===== src/rtl/wdog_guard_pkg.sv =====
package wdog_guard_pkg;
    localparam int DATA_W = 16;
    localparam int ADDR_W = 4;

    localparam logic [DATA_W-1:0] KEY_FIRST  = 16'hC520;
    localparam logic [DATA_W-1:0] KEY_SECOND = 16'hD928;
    localparam logic [DATA_W-1:0] REF_FIRST  = 16'h5A5A;
    localparam logic [DATA_W-1:0] REF_SECOND = 16'hA5A5;

    localparam logic [ADDR_W-1:0] OFS_CTRL = 4'h0;
    localparam logic [ADDR_W-1:0] OFS_TMO  = 4'h2;
    localparam logic [ADDR_W-1:0] OFS_REF  = 4'h4;
    localparam logic [ADDR_W-1:0] OFS_CNT  = 4'h6;
    localparam logic [ADDR_W-1:0] OFS_KEY  = 4'hE;

    typedef enum logic [1:0] {
        LK_IDLE,
        LK_HALF,
        LK_OPEN
    } lock_state_e;
endpackage


===== src/rtl/wdog_unlock_seq.sv =====
module wdog_unlock_seq
    import wdog_guard_pkg::*;
#(
    parameter int GAP_LIMIT  = 20,
    parameter int WIN_CYCLES = 256,
    localparam int GAP_W = $clog2(GAP_LIMIT + 1),
    localparam int WIN_W = $clog2(WIN_CYCLES + 1)
) (
    input  logic              clk,
    input  logic              rst_n,
    input  logic              key_wr,
    input  logic [DATA_W-1:0] key_data,
    output logic              open,
    output logic [WIN_W-1:0]  win_left,
    output logic              fault
);
    typedef struct packed {
        lock_state_e      st;
        logic [GAP_W-1:0] gap;
        logic [WIN_W-1:0] win;
    } seq_t;

    seq_t r_d, r_q;

    always_comb begin
        r_d   = r_q;
        fault = 1'b0;
        case (r_q.st)
            LK_IDLE: begin
                if (key_wr) begin
                    if (key_data == KEY_FIRST) begin
                        r_d.st  = LK_HALF;
                        r_d.gap = GAP_W'(1);
                    end else begin
                        fault = 1'b1;
                    end
                end
            end
            LK_HALF: begin
                if (key_wr) begin
                    r_d.gap = '0;
                    if (key_data == KEY_SECOND) begin
                        r_d.st  = LK_OPEN;
                        r_d.win = WIN_W'(WIN_CYCLES);
                    end else begin
                        r_d.st = LK_IDLE;
                        fault  = 1'b1;
                    end
                end else if (r_q.gap == GAP_W'(GAP_LIMIT)) begin
                    r_d.st  = LK_IDLE;
                    r_d.gap = '0;
                    fault   = 1'b1;
                end else begin
                    r_d.gap = r_q.gap + 1'b1;
                end
            end
            LK_OPEN: begin
                if (r_q.win == WIN_W'(1)) begin
                    r_d.st  = LK_IDLE;
                    r_d.win = '0;
                end else begin
                    r_d.win = r_q.win - 1'b1;
                end
            end
            default: r_d = '{st: LK_IDLE, gap: '0, win: '0};
        endcase
    end

    always_ff @(posedge clk or negedge rst_n) begin
        if (!rst_n) r_q <= '{st: LK_IDLE, gap: '0, win: '0};
        else        r_q <= r_d;
    end

    assign open     = (r_q.st == LK_OPEN);
    assign win_left = r_q.win;
endmodule


===== src/rtl/wdog_count.sv =====
module wdog_count
    import wdog_guard_pkg::*;
(
    input  logic              clk,
    input  logic              rst_n,
    input  logic              en,
    input  logic [DATA_W-1:0] tmo,
    input  logic              ref_wr,
    input  logic [DATA_W-1:0] ref_data,
    output logic [DATA_W-1:0] cnt,
    output logic              expire
);
    typedef struct packed {
        logic [DATA_W-1:0] cnt;
        logic              armed;
    } cnt_t;

    cnt_t r_d, r_q;
    logic clear;

    always_comb begin
        r_d    = r_q;
        clear  = 1'b0;
        expire = en && (r_q.cnt >= tmo);
        if (ref_wr) begin
            clear       = r_q.armed && (ref_data == REF_SECOND);
            r_d.armed   = !r_q.armed && (ref_data == REF_FIRST);
        end
        if (!en || expire || clear) r_d.cnt = '0;
        else                        r_d.cnt = r_q.cnt + 1'b1;
    end

    always_ff @(posedge clk or negedge rst_n) begin
        if (!rst_n) r_q <= '{cnt: '0, armed: 1'b0};
        else        r_q <= r_d;
    end

    assign cnt = r_q.cnt;
endmodule


===== src/rtl/wdog_guard.sv =====
module wdog_guard
    import wdog_guard_pkg::*;
#(
    parameter int                GAP_LIMIT  = 20,
    parameter int                WIN_CYCLES = 256,
    parameter logic [DATA_W-1:0] TMO_RESET  = 16'd1000
) (
    input  logic                              clk,
    input  logic                              rst_n,
    input  logic [ADDR_W-1:0]                 bus_addr,
    input  logic                              bus_we,
    input  logic [DATA_W-1:0]                 bus_wdata,
    output logic [DATA_W-1:0]                 bus_rdata,
    output logic                              rst_req,
    output logic                              unlocked,
    output logic [$clog2(WIN_CYCLES+1)-1:0]   win_left
);
    localparam int WIN_W = $clog2(WIN_CYCLES + 1);

    typedef struct packed {
        logic [DATA_W-1:0] ctrl;
        logic [DATA_W-1:0] tmo;
        logic              req;
    } top_t;

    top_t r_d, r_q;
    logic              fault, expire, open;
    logic [WIN_W-1:0]  win;
    logic [DATA_W-1:0] cnt_val;
    logic [DATA_W-1:0] ctrl_q, tmo_q;

    wdog_unlock_seq #(
        .GAP_LIMIT (GAP_LIMIT),
        .WIN_CYCLES(WIN_CYCLES)
    ) u_seq (
        .clk     (clk),
        .rst_n   (rst_n),
        .key_wr  (bus_we && (bus_addr == OFS_KEY)),
        .key_data(bus_wdata),
        .open    (open),
        .win_left(win),
        .fault   (fault)
    );

    wdog_count u_cnt (
        .clk     (clk),
        .rst_n   (rst_n),
        .en      (r_q.ctrl[0]),
        .tmo     (r_q.tmo),
        .ref_wr  (bus_we && (bus_addr == OFS_REF)),
        .ref_data(bus_wdata),
        .cnt     (cnt_val),
        .expire  (expire)
    );

    always_comb begin
        r_d     = r_q;
        r_d.req = fault || expire;
        if (open && bus_we) begin
            if (bus_addr == OFS_CTRL) r_d.ctrl = bus_wdata;
            if (bus_addr == OFS_TMO)  r_d.tmo  = bus_wdata;
        end
    end

    always_ff @(posedge clk or negedge rst_n) begin
        if (!rst_n) r_q <= '{ctrl: DATA_W'(1), tmo: TMO_RESET, req: 1'b0};
        else        r_q <= r_d;
    end

    always_comb begin
        case (bus_addr)
            OFS_CTRL: bus_rdata = r_q.ctrl;
            OFS_TMO:  bus_rdata = r_q.tmo;
            OFS_CNT:  bus_rdata = cnt_val;
            OFS_KEY:  bus_rdata = {{(DATA_W-1){1'b0}}, open};
            default:  bus_rdata = '0;
        endcase
    end

    assign ctrl_q   = r_q.ctrl;
    assign tmo_q    = r_q.tmo;
    assign rst_req  = r_q.req;
    assign unlocked = open;
    assign win_left = win;
endmodule


===== config.mk =====
export PLATFORM = sky130hd
export DESIGN_NAME = wdog_guard
export DESIGN_NICKNAME = d
export VERILOG_FILES = /design/src/rtl/wdog_guard_pkg.sv /design/src/rtl/wdog_unlock_seq.sv /design/src/rtl/wdog_count.sv /design/src/rtl/wdog_guard.sv
export SDC_FILE = /design/constraint.sdc
export NUM_CORES = 1
export LEC_CHECK = 0
export ABC_AREA = 1
export ABC_CLOCK_PERIOD_IN_PS = 1820
export BUFFER_PORTS_ARGS = -buffer_cell sky130_fd_sc_hd__buf_2
export CORE_AREA = 2 2 105 107
export DETAILED_ROUTE_END_ITERATION = 6
export DIE_AREA = 0 0 107 109
export PLACE_DENSITY = 0.62
export SYNTH_ARGS = -nofsm -noshare
export SYNTH_HDL_FRONTEND = slang
export SYNTH_SLANG_ARGS = --single-unit

===== constraint.sdc =====
create_clock -name clk -period 1.82 [get_ports clk]
set_input_delay 0.273 -clock clk [delete_from_list [all_inputs] [get_ports clk]]
set_output_delay 0.273 -clock clk [all_outputs]
set_load 0.01 [all_outputs]

Word level (Yosys, flattened, before mapping)

Cells that the tools add are included.

Add/subtract/negate cells: 3
Multiply operators: 0
Divide/modulo/power cells: 0
Magnitude comparators: 1
Eq/ne operators: 18
Shift operators: 0
Mux-type cells: 22
Bitwise operators: 2
Reductions and logical operators: 18

Operators by type and width:

| cell                                                  | count |
|---|---|
| case mux 16 bit (4 select lines)                      | 1 |
| equality test 16 bit, second input constant           | 3 |
| 2-to-1 mux 9 bit                                      | 3 |
| case mux 9 bit (3 select lines)                       | 1 |
| 2-to-1 mux 7 bit                                      | 3 |
| adder 16 x 1 -> 16 bit, second input constant         | 1 |
| equality test 16 x 15 -> 1 bit, second input constant | 1 |
| >= comparator 16 bit                                  | 1 |
| 2-to-1 mux 16 bit                                     | 1 |
| case mux 5 bit (3 select lines)                       | 1 |
| != test 2 x 1 -> 1 bit, second input constant         | 5 |
| equality test 9 x 1 -> 1 bit, second input constant   | 1 |
| subtractor 9 x 1 -> 9 bit, second input constant      | 1 |
| equality test 4 x 3 -> 1 bit, second input constant   | 2 |
| logical AND 1 bit                                     | 6 |
| 2-to-1 mux 1 bit                                      | 6 |
| 2-to-1 mux 2 bit                                      | 3 |
| case mux 2 bit (3 select lines)                       | 1 |
| AND reduction 3 bit                                   | 2 |
| adder 5 x 1 -> 5 bit, second input constant           | 1 |
| equality test 5 bit, second input constant            | 1 |
| 2-to-1 mux 5 bit                                      | 1 |
| equality test 4 x 2 -> 1 bit, second input constant   | 1 |
| equality test 4 bit, second input constant            | 1 |
| 11 further kinds                                      | 16 |

Register bits after elaboration: 66
Bits in latches: 0
Bits in writable memories: 0
ROM bits: 0
Bits of input ports: 23
Output and inout port bits: 27
Word-level logic and storage cells: 72
Memories kept: 0

Logic depth before layout (Yosys ltp)

Word-level depth: 5
Gate-level depth with buffers: 13

Hierarchy

From an unflattened synthesis, not the netlist that was laid out.

Cells, all modules: 635
Area total of the unflattened synthesis: 4,680.7 µm²

By module, submodules not included:

| module          | instances | cells each | area an instance (µm²) | seq. area each (µm²) |
|---|---|---|---|---|
| wdog_guard      | 1         | 215        | 1,766.7                | 834.6 |
| wdog_count      | 1         | 207        | 1,534.0                | 425.4 |
| wdog_unlock_seq | 1         | 213        | 1,380.1                | 400.4 |

Worst setup path before layout

Ideal clock, no wire load.

Path type: reg2reg
Start point: register r_q (netlist bit tmo_q[9])
End point: register u_cnt.r_q (netlist bit u_cnt.cnt[5])
Setup time: 0.071 ns
Arrival time: 1.642 ns
Data required time: 1.749 ns
Path slack: 0.107 ns
Stages on the path, launching flop included: 11
Cell sequence: dfstp_2 -> inv_1 -> ha_1 -> nand2_1 -> inv_1 -> o21bai_1 -> a21oi_1 -> nor2_1 -> nand3_1 -> buf_4 -> nor2_1

RTL lines:

| item                     | line             | source |
|---|---|---|
| start: declaration       | wdog_guard.sv:26 | `top_t r_d, r_q;` |
| start signal: assignment | wdog_guard.sv:66 | `if (!rst_n) r_q <= '{ctrl: DATA_W'(1), tmo: TMO_RESET, req: 1'b0};` |
| start signal: assignment | wdog_guard.sv:67 | `else r_q <= r_d;` |
| end signal: assignment   | wdog_count.sv:34 | `if (!rst_n) r_q <= '{cnt: '0, armed: 1'b0};` |
| end signal: assignment   | wdog_count.sv:35 | `else r_q <= r_d;` |
| end: declaration         | wdog_count.sv:18 | `cnt_t r_d, r_q;` |

==> flow_summary.ini <==
[run_status]
outcome = complete, no violations

[synthesis]
synth_warnings = 0
synth_edf_count = 0
netlist_top_cells_area = dfrtp_1, nand2_1, ha_1
synth_nets = 613
netlist_area_sq_mm = 0.00411
async_flop_share = 1.00
synth.avg_cell_area_sq_um = 7.27
netlist_instances = 566
synthFlopType = dfrtp_1
seq_area_frac_synth = 0.404
yosysUniqueCellTypes = 26
yosys.area.top_type_share = 0.359
yosysTopAreaCell = dfrtp_1
yosys_register_bits = 66

[worst_setup_path]
r2r-start = tmo_q[3]
r2r_end = u_cnt.cnt[0]
worstSetupPathType = reg -> reg
cp_max_fo = 8
reg2reg_slack_ns = 0.09
r2r.worst_path.cells = 12
startpoint_type = flip-flop
worstPathArrival_ns = 2.03
worstPathRequired_ns = 2.12
endpoint_kind = flip-flop

[die]
start_util = 0.388
die_area_sq_mm = 0.0117
core_area_sq_mm = 0.0106
dieWidth_um = 107
num_rows = 38
fp.dieH_um = 109
io_pins = 50

[clock_tree]
clock_sinks = 66
numCtsBuffers = 9
cts_tree = built
cts_buffer_depth = 2
root_buffer = clkbuf_8
htreeDepth = 3
clk_pin_slew_ns = 0.08
clk-insertion-delay-late_ns = 0.37

[timing]
hold_viol = 0
fin_crit_sh = 0.953
setup_violations = 0
clock.fmax_mhz = 577
relSlewSlack = 0.752
finalWorstPathRequiredPeriod_ns = 1.73
tightest_slew_ns = 0.372
fin_setup_tns_ns = 0
rsz0062_at_grt = true
finClkSkew_ns = 0.0125
drv_slew = 0

[placement]
gp_congestion = 0.891
port_buffers = 49
dpl-instance-area_sq_mm = 0.00462
hpwl_mm = 8.05
dp.cells = 756

[power]
cellLeakagePower_nw = 2.42
clockPowerShare = 0.440
ir_drop_v = 0.000515
p_comb_frac = 0.159
switchingPower_mw = 1.09
seq_power_share = 0.400
powerDensity_mw_per_mm2 = 776
internal_power_mw = 2.80
netSwitchingFraction = 0.279

[drt]
ant_nets = 0
firstDrtPassIters = 6
via_count = 3769
viasPerCell = 4.86
wl_met2_mm = 5.14
drt-met1-wl_mm = 5.03
post-route-drc-count = 0
drt_iter0_drc = 198
top_layer_used = met4
post_drt_wl_per_cell_um = 14.0
met3WireLength_um = 419
routed_wl_mm = 10.8

[grt]
grt-ovfl-total = 0
grt_max_degree = 67
grt_pass1_wl_mm = 17.8
grt_usage = 0.195
grt_pass1_vias = 3801
antenna_found_initial = 0

[worst_hold_path]
hold_end = tmo_q[7]
hp-class = in -> reg
holdPathStages = 3
hold_start = bus_wdata[7]

[finish]
fin_nets = 677
drive_gt1_frac = 0.192
n_antenna_cell = 0
stdcell_count = 775
area_delta_synth_final_pct = 21.8
final_cell_area_sq_mm = 0.00501

[run]
cap_violations = 0
[worst max path at each step]
stage | from | slack [ns] | endpoint
global route | tmo_q[8] | -0.02 | u_cnt.cnt[6]
CTS | u_seq.r_q[14] | 0.001 | bus_rdata[0]
detailed placement | tmo_q[9] | 0.07 | u_cnt.cnt[8]
floorplan | tmo_q[9] | 0.11 | u_cnt.cnt[5]
global placement | tmo_q[9] | 0.15 | u_cnt.cnt[10]
finish | tmo_q[3] | 0.09 | u_cnt.cnt[0]
[routing by layer]
layer | global-route usage | vias up
li1 | - | 1918
met1 | 0.248 | 1746
met2 | 0.329 | 85
met3 | 0.0299 | 20
met4 | 0.0891 | 0
met5 | 0 | -
[synth_stat cells, drive strengths merged, types with 2 or more instances]
cell type,count
a21oi,8
buf,11
clkbuf,9
dfrtp,59
dfstp,7
ha,24
inv,77
nand2,167
nand3,32
nand4,11
nor2,72
nor3,10
o211ai,15
o21ai,41
o21bai,2
xnor2,6
xor2,11
[logic make-up after synthesis]
logic type / count (synthesis) / share of synthesized area
flip-flops: 66 / 0.404
XOR/XNOR: 17 / 0.0362
AO/OA/AOI/OAI: 68 / 0.0971
AND/OR/NAND/NOR: 294 / 0.292
adder cells (fa/ha/maj): 24 / 0.0730
buffers and inverters: 97 / 0.0980
[cells in the final DEF, fill, tap and decap left out, types with 6 or more instances in the layout]
cell type,n
buf_4,18
inv_1,75
dfstp_2,7
xnor2_1,6
a21oi_1,6
dfrtp_1,59
nand2_1,164
nand3_1,30
ha_1,22
o211ai_1,15
nand4_1,11
o21ai_0,40
buf_2,49
clkbuf_8,10
nor3_1,8
xor2_1,11
nor2_2,11
nor2_1,60
[power groups by stage]
| stage | Sequential (mW) | Combinational [mW] | Clock, mW |
|---|---|---|---|
| 6_report | 1.56 | 0.619 | 1.71 |
| 4_1_cts | 1.56 | 0.600 | 1.74 |
| 2_1_floorplan | 1.58 | 0.399 | 0 |
| 5_1_grt | 1.56 | 0.702 | 1.80 |
| 3_3_place_gp | 1.59 | 0.581 | 0 |
| 3_5_place_dp | 1.59 | 0.597 | 0 |
[area by class of cell]
class	instances	area (sq um)
fill	1047	5600
multi-input combinational	403	2130
sequential	66	1660
timing repair buffer	73	477
inverter	77	289
tap	140	175
clock buffer	10	138
clock inverter	6	138
[registers in the layout, summed over array words and instances (netlist names)]
signal	flops
u_cnt.cnt	16
u_cnt.r_q	1
ctrl_q	16
tmo_q	16
u_seq.r_q	7
u_seq.win_left	9
rst_req	1
[critical path, stage by stage, from the launching register on]
cell and delay [ns]:
dfstp_2 0.54, inv_1 0.06, ha_1 0.31, nand2_1 0.08, inv_1 0.04, nand2_1 0.05, nand2_1 0.05, nand2_1 0.05
nand2_1 0.05, nand2_2 0.08, nand3_4 0.10, buf_6 0.16, nor2_1 0.09
[stage by stage]
step                 util  hold WS (ns)  total power [mW]  setup WS [ns]
floorplan               -       -0.0226              1.98          0.107
global placement    0.436         0.323              2.17          0.155
detailed placement  0.436         0.326              2.18         0.0706
CTS                 0.463         0.181              3.90        0.00141
global route        0.472         0.214              4.07        -0.0224
finish              0.472         0.185              3.88         0.0858
[repair_timing]
| action | CTS | global route |
|---|---|---|
| pin swaps | 0 | 5 |
| setup endpoints to repair | 1 | 17 |
| gates cloned | 0 | 1 |
| setup buffers | 0 | 1 |
| endpoints found under the hold margin | 59 | 0 |
| resized for setup | 3 | 26 |
| hold buffers | 1 | 0 |
(Power assumes the default switching activity.)
